$ cat src/rtl/nanq_pkg.sv
// Shared constants and types for the NaN classifier.
// Assumes the IEEE binary interchange layout: sign, biased exponent, fraction.
package nanq_pkg;

    localparam int BUS_W   = 64;
    localparam int N_LANES = 3;

    typedef enum logic [1:0] {
        FMT_HALF   = 2'b00,
        FMT_SINGLE = 2'b01,
        FMT_DOUBLE = 2'b10,
        FMT_RSVD   = 2'b11
    } fmt_e;

    // Per-lane result, zero-extended to the bus width.
    typedef struct packed {
        logic             nan;
        logic             qnan;
        logic             snan;
        logic [BUS_W-1:0] quiet;
        logic [BUS_W-1:0] dflt;
    } lane_res_t;

    // Exponent width of lane i (lane index equals the format code).
    function automatic int lane_exp_w(input int i);
        case (i)
            0:       return 5;
            1:       return 8;
            default: return 11;
        endcase
    endfunction

    // Fraction width of lane i.
    function automatic int lane_frac_w(input int i);
        case (i)
            0:       return 10;
            1:       return 23;
            default: return 52;
        endcase
    endfunction

    // Total encoding width of lane i.
    function automatic int lane_tot_w(input int i);
        return 1 + lane_exp_w(i) + lane_frac_w(i);
    endfunction

endpackage

$ cat src/rtl/nanq_fields.sv
// Field decoder: reduces an encoding to the few facts the NaN logic needs.
// Assumes FRAC_W >= 2 so that a payload below the top fraction bit exists.
module nanq_fields #(
    parameter int EXP_W  = 8,
    parameter int FRAC_W = 23,
    localparam int TOT_W = 1 + EXP_W + FRAC_W
) (
    input  logic [TOT_W-1:0] enc,
    output logic             exp_ones,
    output logic             frac_msb,
    output logic             rest_nz
);

    logic [EXP_W-1:0]  exp_f;
    logic [FRAC_W-1:0] frac_f;
    logic              sign_unused;

    // Split the encoding into its fields.
    assign {sign_unused, exp_f, frac_f} = enc;

    // Reduce the fields to exponent saturation, top fraction bit and payload.
    always_comb begin
        exp_ones = &exp_f;
        frac_msb = frac_f[FRAC_W-1];
        rest_nz  = |frac_f[FRAC_W-2:0];
    end

endmodule

$ cat src/rtl/nanq_decide.sv
// Classifier: turns the decoded fields into quiet/signaling/any-NaN flags
// under the selected polarity and signaling-disable mode.
module nanq_decide (
    input  logic exp_ones,
    input  logic frac_msb,
    input  logic rest_nz,
    input  logic legacy_pol,
    input  logic no_snan_mode,
    output logic nan,
    output logic qnan,
    output logic snan
);

    logic msb_kind;
    logic low_kind;

    // Kind marked by a set top bit vs. a clear top bit with nonzero payload.
    always_comb begin
        nan      = exp_ones & (frac_msb | rest_nz);
        msb_kind = exp_ones & frac_msb;
        low_kind = exp_ones & ~frac_msb & rest_nz;
    end

    // Map the two kinds onto quiet/signaling according to the configuration.
    always_comb begin
        if (no_snan_mode) begin
            qnan = nan;
            snan = 1'b0;
        end else if (legacy_pol) begin
            qnan = low_kind;
            snan = msb_kind;
        end else begin
            qnan = msb_kind;
            snan = low_kind;
        end
    end

endmodule

$ cat src/rtl/nanq_lane.sv
// One format lane: classifies an encoding of fixed width and forms the
// quieted value and the default NaN, both zero-extended to BUS_W.
// Assumes BUS_W >= TOT_W.
module nanq_lane
    import nanq_pkg::*;
#(
    parameter int EXP_W  = 8,
    parameter int FRAC_W = 23,
    localparam int TOT_W = 1 + EXP_W + FRAC_W
) (
    input  logic [TOT_W-1:0] enc,
    input  logic             legacy_pol,
    input  logic             no_snan_mode,
    output lane_res_t        res
);

    logic              exp_ones;
    logic              frac_msb;
    logic              rest_nz;
    logic              nan;
    logic              qnan;
    logic              snan;
    logic [TOT_W-1:0]  dflt_enc;
    logic [TOT_W-1:0]  quiet_enc;
    logic [FRAC_W-1:0] dflt_frac;

    nanq_fields #(.EXP_W(EXP_W), .FRAC_W(FRAC_W)) u_fields (
        .enc      (enc),
        .exp_ones (exp_ones),
        .frac_msb (frac_msb),
        .rest_nz  (rest_nz)
    );

    nanq_decide u_decide (
        .exp_ones     (exp_ones),
        .frac_msb     (frac_msb),
        .rest_nz      (rest_nz),
        .legacy_pol   (legacy_pol),
        .no_snan_mode (no_snan_mode),
        .nan          (nan),
        .qnan         (qnan),
        .snan         (snan)
    );

    // Default NaN: positive, saturated exponent, polarity-dependent fraction.
    always_comb begin
        dflt_frac = '0;
        if (legacy_pol) begin
            dflt_frac           = '1;
            dflt_frac[FRAC_W-1] = 1'b0;
        end else begin
            dflt_frac[FRAC_W-1] = 1'b1;
        end
        dflt_enc = {1'b0, {EXP_W{1'b1}}, dflt_frac};
    end

    // Quieting: set the top bit, or substitute the default under legacy polarity.
    always_comb begin
        quiet_enc = enc;
        if (snan) begin
            if (legacy_pol) begin
                quiet_enc = dflt_enc;
            end else begin
                quiet_enc[FRAC_W-1] = 1'b1;
            end
        end
    end

    // Pack the lane result, zero-extending to the bus width.
    always_comb begin
        res              = '0;
        res.nan          = nan;
        res.qnan         = qnan;
        res.snan         = snan;
        res.quiet[TOT_W-1:0] = quiet_enc;
        res.dflt[TOT_W-1:0]  = dflt_enc;
    end

endmodule

$ cat src/rtl/nanq_unit.sv
// Top: NaN classifier and quieter for binary16/32/64 operands.
// One lane per format is instantiated and the selected one is forwarded.
// Purely combinational; operand is right-aligned on the bus.
module nanq_unit
    import nanq_pkg::*;
#(
    parameter int W = BUS_W
) (
    input  logic [1:0]   fmt_sel,
    input  logic         legacy_pol,
    input  logic         no_snan_mode,
    input  logic [W-1:0] operand,
    output logic         is_qnan,
    output logic         is_snan,
    output logic         is_nan,
    output logic [W-1:0] quieted,
    output logic [W-1:0] dflt_nan
);

    lane_res_t lane_res [N_LANES];

    for (genvar g = 0; g < N_LANES; g++) begin : g_lane
        nanq_lane #(
            .EXP_W  (lane_exp_w(g)),
            .FRAC_W (lane_frac_w(g))
        ) u_lane (
            .enc          (operand[lane_tot_w(g)-1:0]),
            .legacy_pol   (legacy_pol),
            .no_snan_mode (no_snan_mode),
            .res          (lane_res[g])
        );
    end

    // Forward the lane chosen by the format select; reserved code passes through.
    always_comb begin
        is_qnan  = 1'b0;
        is_snan  = 1'b0;
        is_nan   = 1'b0;
        quieted  = operand;
        dflt_nan = '0;
        case (fmt_e'(fmt_sel))
            FMT_HALF, FMT_SINGLE, FMT_DOUBLE: begin
                is_qnan  = lane_res[fmt_sel].qnan;
                is_snan  = lane_res[fmt_sel].snan;
                is_nan   = lane_res[fmt_sel].nan;
                quieted  = lane_res[fmt_sel].quiet[W-1:0];
                dflt_nan = lane_res[fmt_sel].dflt[W-1:0];
            end
            default: ;
        endcase
    end

endmodule

$ cat config.mk
export PLATFORM = sky130hd
export DESIGN_NAME = nanq_unit
export DESIGN_NICKNAME = d
export VERILOG_FILES = /design/src/rtl/nanq_pkg.sv /design/src/rtl/nanq_fields.sv /design/src/rtl/nanq_decide.sv /design/src/rtl/nanq_lane.sv /design/src/rtl/nanq_unit.sv
export SDC_FILE = /design/constraint.sdc
export NUM_CORES = 1
export LEC_CHECK = 0
export BUFFER_PORTS_ARGS = -buffer_cell sky130_fd_sc_hd__buf_2
export CAP_MARGIN = 20
export CORE_AREA = 2 2 77 79
export DETAILED_ROUTE_END_ITERATION = 12
export DIE_AREA = 0 0 79 81
export PLACE_DENSITY = 0.72
export SLEW_MARGIN = 20
export SYNTH_ARGS = -nofsm -noshare
export SYNTH_HDL_FRONTEND = slang
export SYNTH_SLANG_ARGS = --single-unit
$ cat constraint.sdc
create_clock -name vclk -period 2.1
set_clock_uncertainty 0.15 [all_clocks]
set_input_delay 0.21 -clock vclk [all_inputs]
set_output_delay 0.21 -clock vclk [all_outputs]
set_load 0.03 [all_outputs]
==> results of run 1 <==
per-stage QoR:
step                 util  hold WS [ps]
floorplan               -           435
global placement    0.407           615
detailed placement  0.407           621
CTS                 0.415           621
global route        0.428           635
finish              0.428           619
logic make-up (layout without fill, tap and decap cells):
logic type,Yosys count,after routing,share of synthesized area
AND/OR/NAND/NOR,138,138,0.474
buffers and inverters,72,219,0.319
AO/OA/AOI/OAI,34,34,0.158
adder cells (fa/ha/maj),5,5,0.0408
other,1,1,0.00244
XOR/XNOR,1,1,0.00571
critical path: stages:
cell	delay [ps]
buf_2	100
nor3_1	290
nand3_2	150
nor4_2	300
nand2_1	190
o221ai_2	220
a22oi_2	120
buf_6	150
area by class of cell:
type	count	area (sq um)
fillers	601	3250
multi-input cells	179	1160
repair buffers	214	1150
well taps	75	93.8
inverters	4	18.8
repair inverters	1	5.00
cells in the final DEF (no fill, tap or decap), types with 3 or more instances in the layout:
cell and instances:
buf_4 16, buf_6 4, a21o_1 8, nand2b_2 3
a31oi_1 3, nand2_1 14, nand3_1 4, nor4_2 4
nor3_1 5, nor2_1 45, and2_1 14, nand4_1 5
buf_2 193, or2_1 9, nor4_1 8, ha_1 5
o21ai_1 4, nand2_2 8
power groups by stage:
stage	registers, mW	clock network, mW	logic, mW
4_1_cts	0	0	0.659
3_3_place_gp	0	0	0.647
6_report	0	0	0.667
3_5_place_dp	0	0	0.652
2_1_floorplan	0	0	0.490
5_1_grt	0	0	0.712
how the worst min path moves through the flow:
stage / to / slack (ps) / cells after the start / startpoint
final: quieted[1] / 620 / 3 / operand[1]
after floorplan: dflt_nan[52] / 440 / 1 / fmt_sel[1]
after detailed placement: quieted[6] / 620 / 3 / operand[6]
after global placement: quieted[0] / 620 / 3 / operand[0]
after global routing: quieted[1] / 630 / 3 / operand[1]
after CTS: quieted[1] / 620 / 3 / operand[1]
Yosys cell counts, types with 5 or more instances:
cell | count | area (sq um)
a21o_1 | 9 | 67.6
and2_1 | 14 | 87.6
buf_4 | 57 | 428
clkbuf_1 | 7 | 26.3
ha_1 | 5 | 62.6
nand2_1 | 21 | 78.8
nand2b_1 | 5 | 31.3
nand3_1 | 6 | 30.0
nand4_1 | 5 | 31.3
nor2_1 | 47 | 176
nor3_1 | 5 | 25.0
nor4_1 | 13 | 81.3
o21ai_0 | 6 | 30.0
or2_1 | 9 | 56.3
what timing repair did:
action	4_1_cts	5_1_grt
gates cloned	0	1
setup endpoints to repair	2	34
gates resized for setup	9	10
pin swaps	9	9
buffers inserted	1	1
hold buffers	0	0
layer usage:
layer,up-vias,wire length [um]
li1,1096,-
met1,991,2160
met2,137,3020
met3,4,574
met4,0,22
met5,-,0
==> results.txt, run 1 <==
----------------------------------------------------
[Run status]
  Outcome ... complete, no violations

[Route]
  Via count of the routed design ... 2228
  Via/cell ratio ... 4.71
  First drt pass iteration count ... 4
  Wire length after detailed routing ... 5780 um
  Count of routing violations after the opening detailed-route iteration ... 94
  DRC violations left ... 0
  Detailed-route wire length per cell ... 12.2 um
  Number of routed nets with antenna violations ... 0

[Global routing]
  Number of antenna violations at the first check in global routing ... 0
  Largest net degree at the start of global routing ... 24
  Number of global-route vias before repair ... 1770
  Global router's overall resource usage ... 0.147
  M2 GR Usage ... 0.307
  First-pass GRT wire length ... 7790 um
  Grt met3 use ... 0.0189
  Global-route met1 utilization ... 0.166
  Aggregate global routing overflow ... 0
  Layer with the highest usage ... met2

[Timing]
  Max Transition Viols Final ... 0
  Worst setup margin ... 14.5 ps
  Crit path time final ... 2090 ps
  Setup_tns ... 0 ps
  Number of hold-slack violations in the final timing report ... 0
  Final setup violation count ... 0
  Maximum clock frequency ... 0.479 GHz
  Final worst-path cycle share ... 0.993
  Unrepaired setup endpoints after global routing ... yes

[Final layout]
  Number of clock buffer instances in the layout ... 0
  Layout Nets ... 473
  Layout overhead on the synthesized area ... 58.4%
  Seq_cells ... 0
  Final standard cell count with taps included and fillers excluded ... 473
  Total non-filler cell area in the finished layout ... 2430 sq um
  Count of inserted antenna diode cells ... 0
  Sequential cell area ... 0 sq um
  Share of final-layout standard cells stronger than drive strength 1 ... 0.621

[Synth]
  Synth warnings ... 0
  Count of cell types in the netlist ... 43
  Gate Count Post-Synth ... 251
  Synth Net Count ... 324
  Share of synthesized area occupied by flip-flops and latches ... 0
  Post-Syn Area per Cell ... 6.11 sq um
  Synth Cell Area ... 1530 sq um

[Job]
  Maxcap violations ... 0

[Power]
  Portion of total power attributed to the clock network ... 0
  Max rail drop VDD ... 0.000133 V
  Static leakage power ... 1.44 nW
  Switching share of power ... 0.686
  Overall Power ... 667 uW
  Portion of total power attributed to combinational logic ... 1.000
  Share of power burned in registers ... 0
  Power dissipated by switching net loads ... 457 uW
  Power density relative to cell area ... 275 nW/um^2
  P_int ... 210 uW

[Placed design]
  Placed instance area ... 2310 sq um
  Worst setup timing slack at the placement stage ... -85.6 ps
  Placed cell count ... 470
  Port Buf Inserts ... 198
  Half-perimeter wire length after placement ... 4730 um
  Routability-driven placement congestion ratio ... 0.752

[Critical path]
  Critical path fanouts, max ... 4
  Arr. time, crit path ... 1730 ps
  Crit path capture type ... output pin
  Critical Setup Path Class ... input port to output pin
  Startpoint type of the worst setup path ... input port
  Worst setup path start ... operand[0]
  Crit path to ... is_qnan
  Worst endpoint required time ... 1740 ps

[Die]
  Vertical die dimension ... 81 um
  Die Footprint ... 6400 sq um
  CORE AREA ... 5680 sq um
  Count of standard-cell rows ... 28
  Die Wd ... 79 um
  Starting density of the core ... 0.270
  Boundary Pins ... 199

[Worst hold path]
  Worst hold-check path type ... input port to output pin

----------------------------------------------------
(Power assumes the default switching activity.)
==> inputs of run 2 (changes only) <==
CORE_AREA = 2 2 78 80   (was 2 2 77 79)
DIE_AREA = 0 0 80 82   (was 0 0 79 81)
PLACE_DENSITY = 0.7   (was 0.72)
clock period = 2.7 ns   (was 2.1 ns; I/O delays follow)
==> run 2 against run 1 <==
Compared with the run above: global-route usage decreased by 0.63 points; highest routed layer unchanged; sequential share of layout area is the same; non-clock buffer count decreased by 10; critical path depth decreased by 1; final cell count down 2.3%.
==> results.txt, run 2 (synthesis results as in run 1) <==
----------------------------------------------------
[Run status]
  Outcome ... complete, no violations (unchanged)

[Route]
  First drt pass iteration count ... 4 (unchanged)
  Detailed-route wire length per cell ... 11.4 um (was 12.2 um)
  DRC violations left ... 0 (unchanged)
  Count of routing violations after the opening detailed-route iteration ... 45 (was 94)
  Via/cell ratio ... 4.64 (was 4.71)
  Via count of the routed design ... 2145 (was 2228)
  Number of routed nets with antenna violations ... 0 (unchanged)
  Wire length after detailed routing ... 5250 um (was 5780 um)

[Final layout]
  Sequential cell area ... 0 sq um (unchanged)
  Share of final-layout standard cells stronger than drive strength 1 ... 0.550 (was 0.621)
  Top library cells by usage in the layout, fill and taps aside ... 198 x buf_2, 47 x nor2_1, 21 x nand2_1 (was 193 x buf_2, 45 x nor2_1, 16 x buf_4)
  Layout Nets ... 462 (was 473)
  Seq_cells ... 0 (unchanged)
  Most common library cell in the layout ignoring fill and taps ... buf_2 (unchanged)
  Layout overhead on the synthesized area ... 43.0% (was 58.4%)
  Total non-filler cell area in the finished layout ... 2190 sq um (was 2430 sq um)
  Number of clock buffer instances in the layout ... 0 (unchanged)
  Count of inserted antenna diode cells ... 0 (unchanged)

[Die]
  Boundary Pins ... 199 (unchanged)
  Count of standard-cell rows ... 28 (unchanged)
  Die Footprint ... 6560 sq um (was 6400 sq um)
  CORE AREA ... 5750 sq um (was 5680 sq um)
  Die Wd ... 80 um (was 79 um)
  Vertical die dimension ... 82 um (was 81 um)
  Starting density of the core ... 0.267 (was 0.270)

[Global routing]
  Number of global-route vias before repair ... 1744 (was 1770)
  Global router's overall resource usage ... 0.141 (was 0.147)
  Layer with the highest usage ... met2 (unchanged)
  M2 GR Usage ... 0.278 (was 0.307)
  Number of antenna violations at the first check in global routing ... 0 (unchanged)
  Aggregate global routing overflow ... 0 (unchanged)
  First-pass GRT wire length ... 7850 um (was 7790 um)
  Largest net degree at the start of global routing ... 24 (unchanged)
  Global-route met1 utilization ... 0.173 (was 0.166)
  Grt met3 use ... 0.00659 (was 0.0189)

[Placed design]
  Placed instance area ... 2190 sq um (was 2310 sq um)
  Routability-driven placement congestion ratio ... 0.771 (was 0.752)
  Half-perimeter wire length after placement ... 4480 um (was 4730 um)
  Port Buf Inserts ... 198 (unchanged)

[Power]
  Overall Power ... 491 uW (was 667 uW)
  Portion of total power attributed to the clock network ... 0 (about the same)
  P_int ... 149 uW (was 210 uW)
  Max rail drop VDD ... 0.000112 V (was 0.000133 V)
  Switching share of power ... 0.697 (was 0.686)
  Power density relative to cell area ... 224 nW/um^2 (was 275 nW/um^2)
  Power dissipated by switching net loads ... 343 uW (was 457 uW)
  Share of power burned in registers ... 0 (about the same)
  Static leakage power ... 1.38 nW (was 1.44 nW)
  Portion of total power attributed to combinational logic ... 1.000 (about the same)

[Critical path]
  Startpoint type of the worst setup path ... input port (unchanged)
  Worst setup path start ... fmt_sel[0] (was operand[0])
  Critical path fanouts, max ... 22 (was 4)
  Crit path to ... dflt_nan[16] (was is_qnan)
  Crit path capture type ... output pin (unchanged)
  Arr. time, crit path ... 1860 ps (was 1730 ps)
  Critical Setup Path Class ... input port to output pin (unchanged)
  Worst endpoint required time ... 2280 ps (was 1740 ps)

[Timing]
  Final setup violation count ... 0 (unchanged)
  Maximum clock frequency ... 0.439 GHz
  Unrepaired setup endpoints after global routing ... no (was yes)
  Max Transition Viols Final ... 0 (unchanged)
  Slew at the pin closest to its max-slew limit ... 543 ps
  Crit path time final ... 2280 ps
  Number of hold-slack violations in the final timing report ... 0 (unchanged)
  Final worst-path cycle share ... 0.844
  Rel. slew slack ... 0.634
  Setup_tns ... 0 ps (unchanged)

[Job]
  Maxcap violations ... 0 (unchanged)

[Worst hold path]
  Worst hold-check path type ... input port to output pin (unchanged)

[Clock tree]
  Buffers inserted by post-CTS timing repair ... 0 (was 1)
  Number of hold buffers added after cts ... 0 (unchanged)
  # resized after CTS ... 0 (was 9)

----------------------------------------------------
==> run 2: worst max-delay path: stages <==
cell,delay (ps)
buf_2,230
inv_1,200
ha_1,230
nand2_1,170
clkinvlp_4,280
a21o_1,270
buf_2,190
==> run 2: how the worst min path moves through the flow <==
stage	slack [ps]	endpoint	startpoint	depth (start not counted)
global route	760	quieted[6]	operand[6]	3
floorplan	600	quieted[31]	operand[31]	2
finish	740	quieted[7]	operand[7]	3
detailed placement	740	quieted[0]	operand[0]	3
global placement	740	quieted[2]	operand[2]	3
CTS	740	quieted[0]	operand[0]	3
==> run 2: layout make-up <==
class | count | area (sq um)
fillers | 650 | 3550
multi-input cells | 179 | 1040
repair buffers | 204 | 1040
well taps | 75 | 93.8
inverters | 4 | 18.8
==> run 2: power groups by stage <==
stage	registers, mW	logic (mW)	clock network, mW
after floorplan	0	0.374	0
after global placement	0	0.491	0
after detailed placement	0	0.494	0
after CTS	0	0.495	0
after global routing	0	0.529	0
final	0	0.491	0
==> run 2: metrics by stage <==
stage,cells,util,setup slack (ps),hold slack (ps)
5_1_grt,462,0.382,200,761
3_3_place_gp,462,0.382,399,736
4_1_cts,462,0.382,373,742
3_5_place_dp,462,0.382,370,742
6_report,462,0.382,420,739
2_1_floorplan,251,-,123,600
==> run 2: per-layer routing <==
| metal | part of all wire | vias to the layer above | wire, um |
|---|---|---|---|
| li1 | - | 1073 | - |
| met1 | 0.40 | 942 | 2080 |
| met2 | 0.51 | 128 | 2690 |
| met3 | 0.086 | 2 | 450 |
| met4 | 0.0050 | 0 | 26 |
| met5 | 0 | - | 0 |
==> inputs of run 3 (changes only) <==
ABC_AREA = 1   (was unset)
CORE_AREA = unset   (was 2 2 78 80)
CORE_UTILIZATION = 35   (was unset)
DIE_AREA = unset   (was 0 0 80 82)
PLACE_DENSITY = 0.8   (was 0.7)
clock period = 2.1 ns   (was 2.7 ns; I/O delays follow)
==> run 3 against run 2 <==
Compared with the run above: first-iteration DRC count grew to 3.2 times the previous value; clock-buffer cell count stayed put; flip-flop and latch count stayed put; area after synthesis grew 27%; combinational power rose by 52%; critical path depth is 5 higher; setup slack got worse by 250 ps; critical path type unchanged; largest cell class unchanged.
==> results.txt, run 3 <==
----------------------------------------------------
[Run status]
  Outcome ... complete, no violations (unchanged)

[Critical path]
  Arr. time, crit path ... 1570 ps (was 1860 ps)
  Worst endpoint required time ... 1740 ps (was 2280 ps)
  Startpoint type of the worst setup path ... input port (unchanged)
  Crit path capture type ... output pin (unchanged)
  Critical Setup Path Class ... input port to output pin (unchanged)
  Critical path fanouts, max ... 8 (was 22)

[Timing]
  Unrepaired setup endpoints after global routing ... no (unchanged)
  Number of hold-slack violations in the final timing report ... 0 (unchanged)
  Final worst-path cycle share ... 0.921
  Max Transition Viols Final ... 0 (unchanged)
  Final setup violation count ... 0 (unchanged)
  Maximum clock frequency ... 0.517 GHz
  Crit path time final ... 1930 ps

[Die]
  Count of standard-cell rows ... 26 (was 28)
  CORE AREA ... 5240 sq um (was 5750 sq um)
  Starting density of the core ... 0.371 (was 0.267)
  Die Wd ... 76.5 um (was 80 um)
  Vertical die dimension ... 76.5 um (was 82 um)
  Die Footprint ... 5860 sq um (was 6560 sq um)
  Boundary Pins ... 199 (unchanged)

[Synth]
  Share of synthesized area occupied by flip-flops and latches ... 0 (unchanged)
  Synth warnings ... 0 (unchanged)
  Count of cell types in the netlist ... 25 (was 43)
  Proportion of netlist area held by the largest area contributor ... 0.270 (was 0.279)
  Synth Cell Area ... 1940 sq um (was 1530 sq um)
  Main area contributors after synthesis ... nand2_1 27%, buf_4 22%, nor2_1 9.3% (was buf_4 28%, nor2_1 12%, and2_1 5.7%)
  Gate Count Post-Synth ... 388 (was 251)
  Largest area contributor in the synthesized netlist ... nand2_1 (was buf_4)
  Post-Syn Area per Cell ... 5.01 sq um (was 6.11 sq um)
  Most instantiated cells after synthesis ... 140 x nand2_1, 57 x buf_4, 48 x nor2_1 (was 57 x buf_4, 47 x nor2_1, 21 x nand2_1)
  Synth Net Count ... 461 (was 324)
  Dominant cell by count in the synthesized netlist ... nand2_1 (was buf_4)

[Global routing]
  First-pass GRT wire length ... 10100 um (was 7850 um)
  Aggregate global routing overflow ... 0 (unchanged)
  Largest net degree at the start of global routing ... 31 (was 24)
  Number of global-route vias before repair ... 2237 (was 1744)
  Global router's overall resource usage ... 0.199 (was 0.141)
  Number of antenna violations at the first check in global routing ... 0 (unchanged)

[Final layout]
  Layout overhead on the synthesized area ... 34.3% (was 43.0%)
  Number of clock buffer instances in the layout ... 0 (unchanged)
  Share of final-layout standard cells stronger than drive strength 1 ... 0.431 (was 0.550)
  Fill cells ... 557 (was 650)
  Seq_cells ... 0 (unchanged)
  Sequential cell area ... 0 sq um (unchanged)
  Count of inserted antenna diode cells ... 0 (unchanged)
  Most common library cell in the layout ignoring fill and taps ... buf_2 (unchanged)
  Layout Nets ... 602 (was 462)
  Final standard cell count with taps included and fillers excluded ... 597 (was 462)
  Total non-filler cell area in the finished layout ... 2610 sq um (was 2190 sq um)
  Top library cells by usage in the layout, fill and taps aside ... 198 x buf_2, 140 x nand2_1, 47 x nor2_1 (was 198 x buf_2, 47 x nor2_1, 21 x nand2_1)
  Area of the multi-input gates ... 1300 sq um (was 1040 sq um)

[Route]
  DRC violations left ... 0 (unchanged)
  Via/cell ratio ... 4.58 (was 4.64)
  Wire length after detailed routing ... 6360 um (was 5250 um)
  Via count of the routed design ... 2733 (was 2145)
  First drt pass iteration count ... 5 (was 4)
  Detailed-route wire length per cell ... 10.6 um (was 11.4 um)
  Count of routing violations after the opening detailed-route iteration ... 145 (was 45)
  Number of routed nets with antenna violations ... 0 (unchanged)

[Placed design]
  Half-perimeter wire length after placement ... 5350 um (was 4480 um)
  Placed cell count ... 597 (was 462)
  Routability-driven placement congestion ratio ... 0.866 (was 0.771)
  Port Buf Inserts ... 198 (unchanged)
  Placed instance area ... 2610 sq um (was 2190 sq um)

[Worst hold path]
  Worst hold-check path type ... input port to output pin (unchanged)

[Clock tree]
  Number of hold buffers added after cts ... 0 (unchanged)

[Power]
  Power density relative to cell area ... 286 nW/um^2 (was 224 nW/um^2)
  Static leakage power ... 1.91 nW (was 1.38 nW)
  Max rail drop VDD ... 0.000147 V (was 0.000112 V)

[Job]
  Maxcap violations ... 0 (unchanged)

----------------------------------------------------
==> run 3: cell types whose count changed after synthesis, moves of 5 or more <==
cell	change
inv_1	+35
a21o_1	-9
nand3b_2	+9
and2_1	-14
or2_1	-8
nand2b_1	-5
nand2_1	+119
nor4_1	-13
nand3_1	+23
o21ai_0	+18
==> run 3: worst paths after layout <==
kind	startpoint	slack, ps	endpoint	cells past startpoint
setup / recovery	operand[60]	170	quieted[9]	12
hold / removal	operand[52]	620	quieted[52]	4
==> run 3: final cells by class <==
cell class | instances | area share
multi-input combinational | 278 | 0.498
inverter | 41 | 0.0599
tap | 70 | 0.0335
timing repair buffer | 208 | 0.408
==> run 3: power breakdown <==
part / internal, mW / leakage (nW) / switching (mW)
sequential: 0 / 0 / 0
clock: 0 / 0 / 0
combinational: 0.219 / 1.91 / 0.527
total: 0.219 / 1.91 / 0.527
==> run 3: cell families (layout without fill, tap and decap cells) <==
group | after synthesis | after routing | synth area share
AO/OA/AOI/OAI | 30 | 30 | 0.0843
other | 1 | 1 | 0.00193
buffers and inverters | 110 | 249 | 0.337
adder cells (fa/ha/maj) | 5 | 5 | 0.0322
AND/OR/NAND/NOR | 242 | 242 | 0.545
==> run 3: through the flow <==
step / util / hold WS (ps) / total power, mW / setup slack, ps / TNS, ps
global route: 0.499 / 637 / 0.801 / 4.57 / 0
global placement: 0.498 / 615 / 0.737 / 130 / 0
finish: 0.499 / 622 / 0.746 / 167 / 0
detailed placement: 0.498 / 621 / 0.746 / 83.8 / 0
floorplan: - / 348 / 0.561 / -94.9 / -2160
CTS: 0.498 / 623 / 0.748 / 84.6 / 0
==> run 3: worst max-delay path: stages <==
cell and delay [ps]:
buf_2 110, nand2_1 50, nor2_1 130, nand3_1 120, nor2_1 140, nand3_1 140
nor2_2 170, inv_2 100, nand3_1 70, nand2_1 50, nand2_1 80, buf_2 200
==> run 3: routing by layer <==
layer / vias to the layer above / wire, um / track usage
li1: 1429 / - / -
met3: 2 / 378 / 0.00958
met1: 1185 / 2720 / 0.248
met4: 0 / 12 / 0.00577
met5: - / 0 / 0
met2: 117 / 3250 / 0.390
==> run 3: repair_timing <==
action / CTS / global route
resized for setup: 0 / 2
endpoints found under the setup margin: 0 / 1
hold endpoints to repair: 0 / 0
buffers inserted: 0 / 0
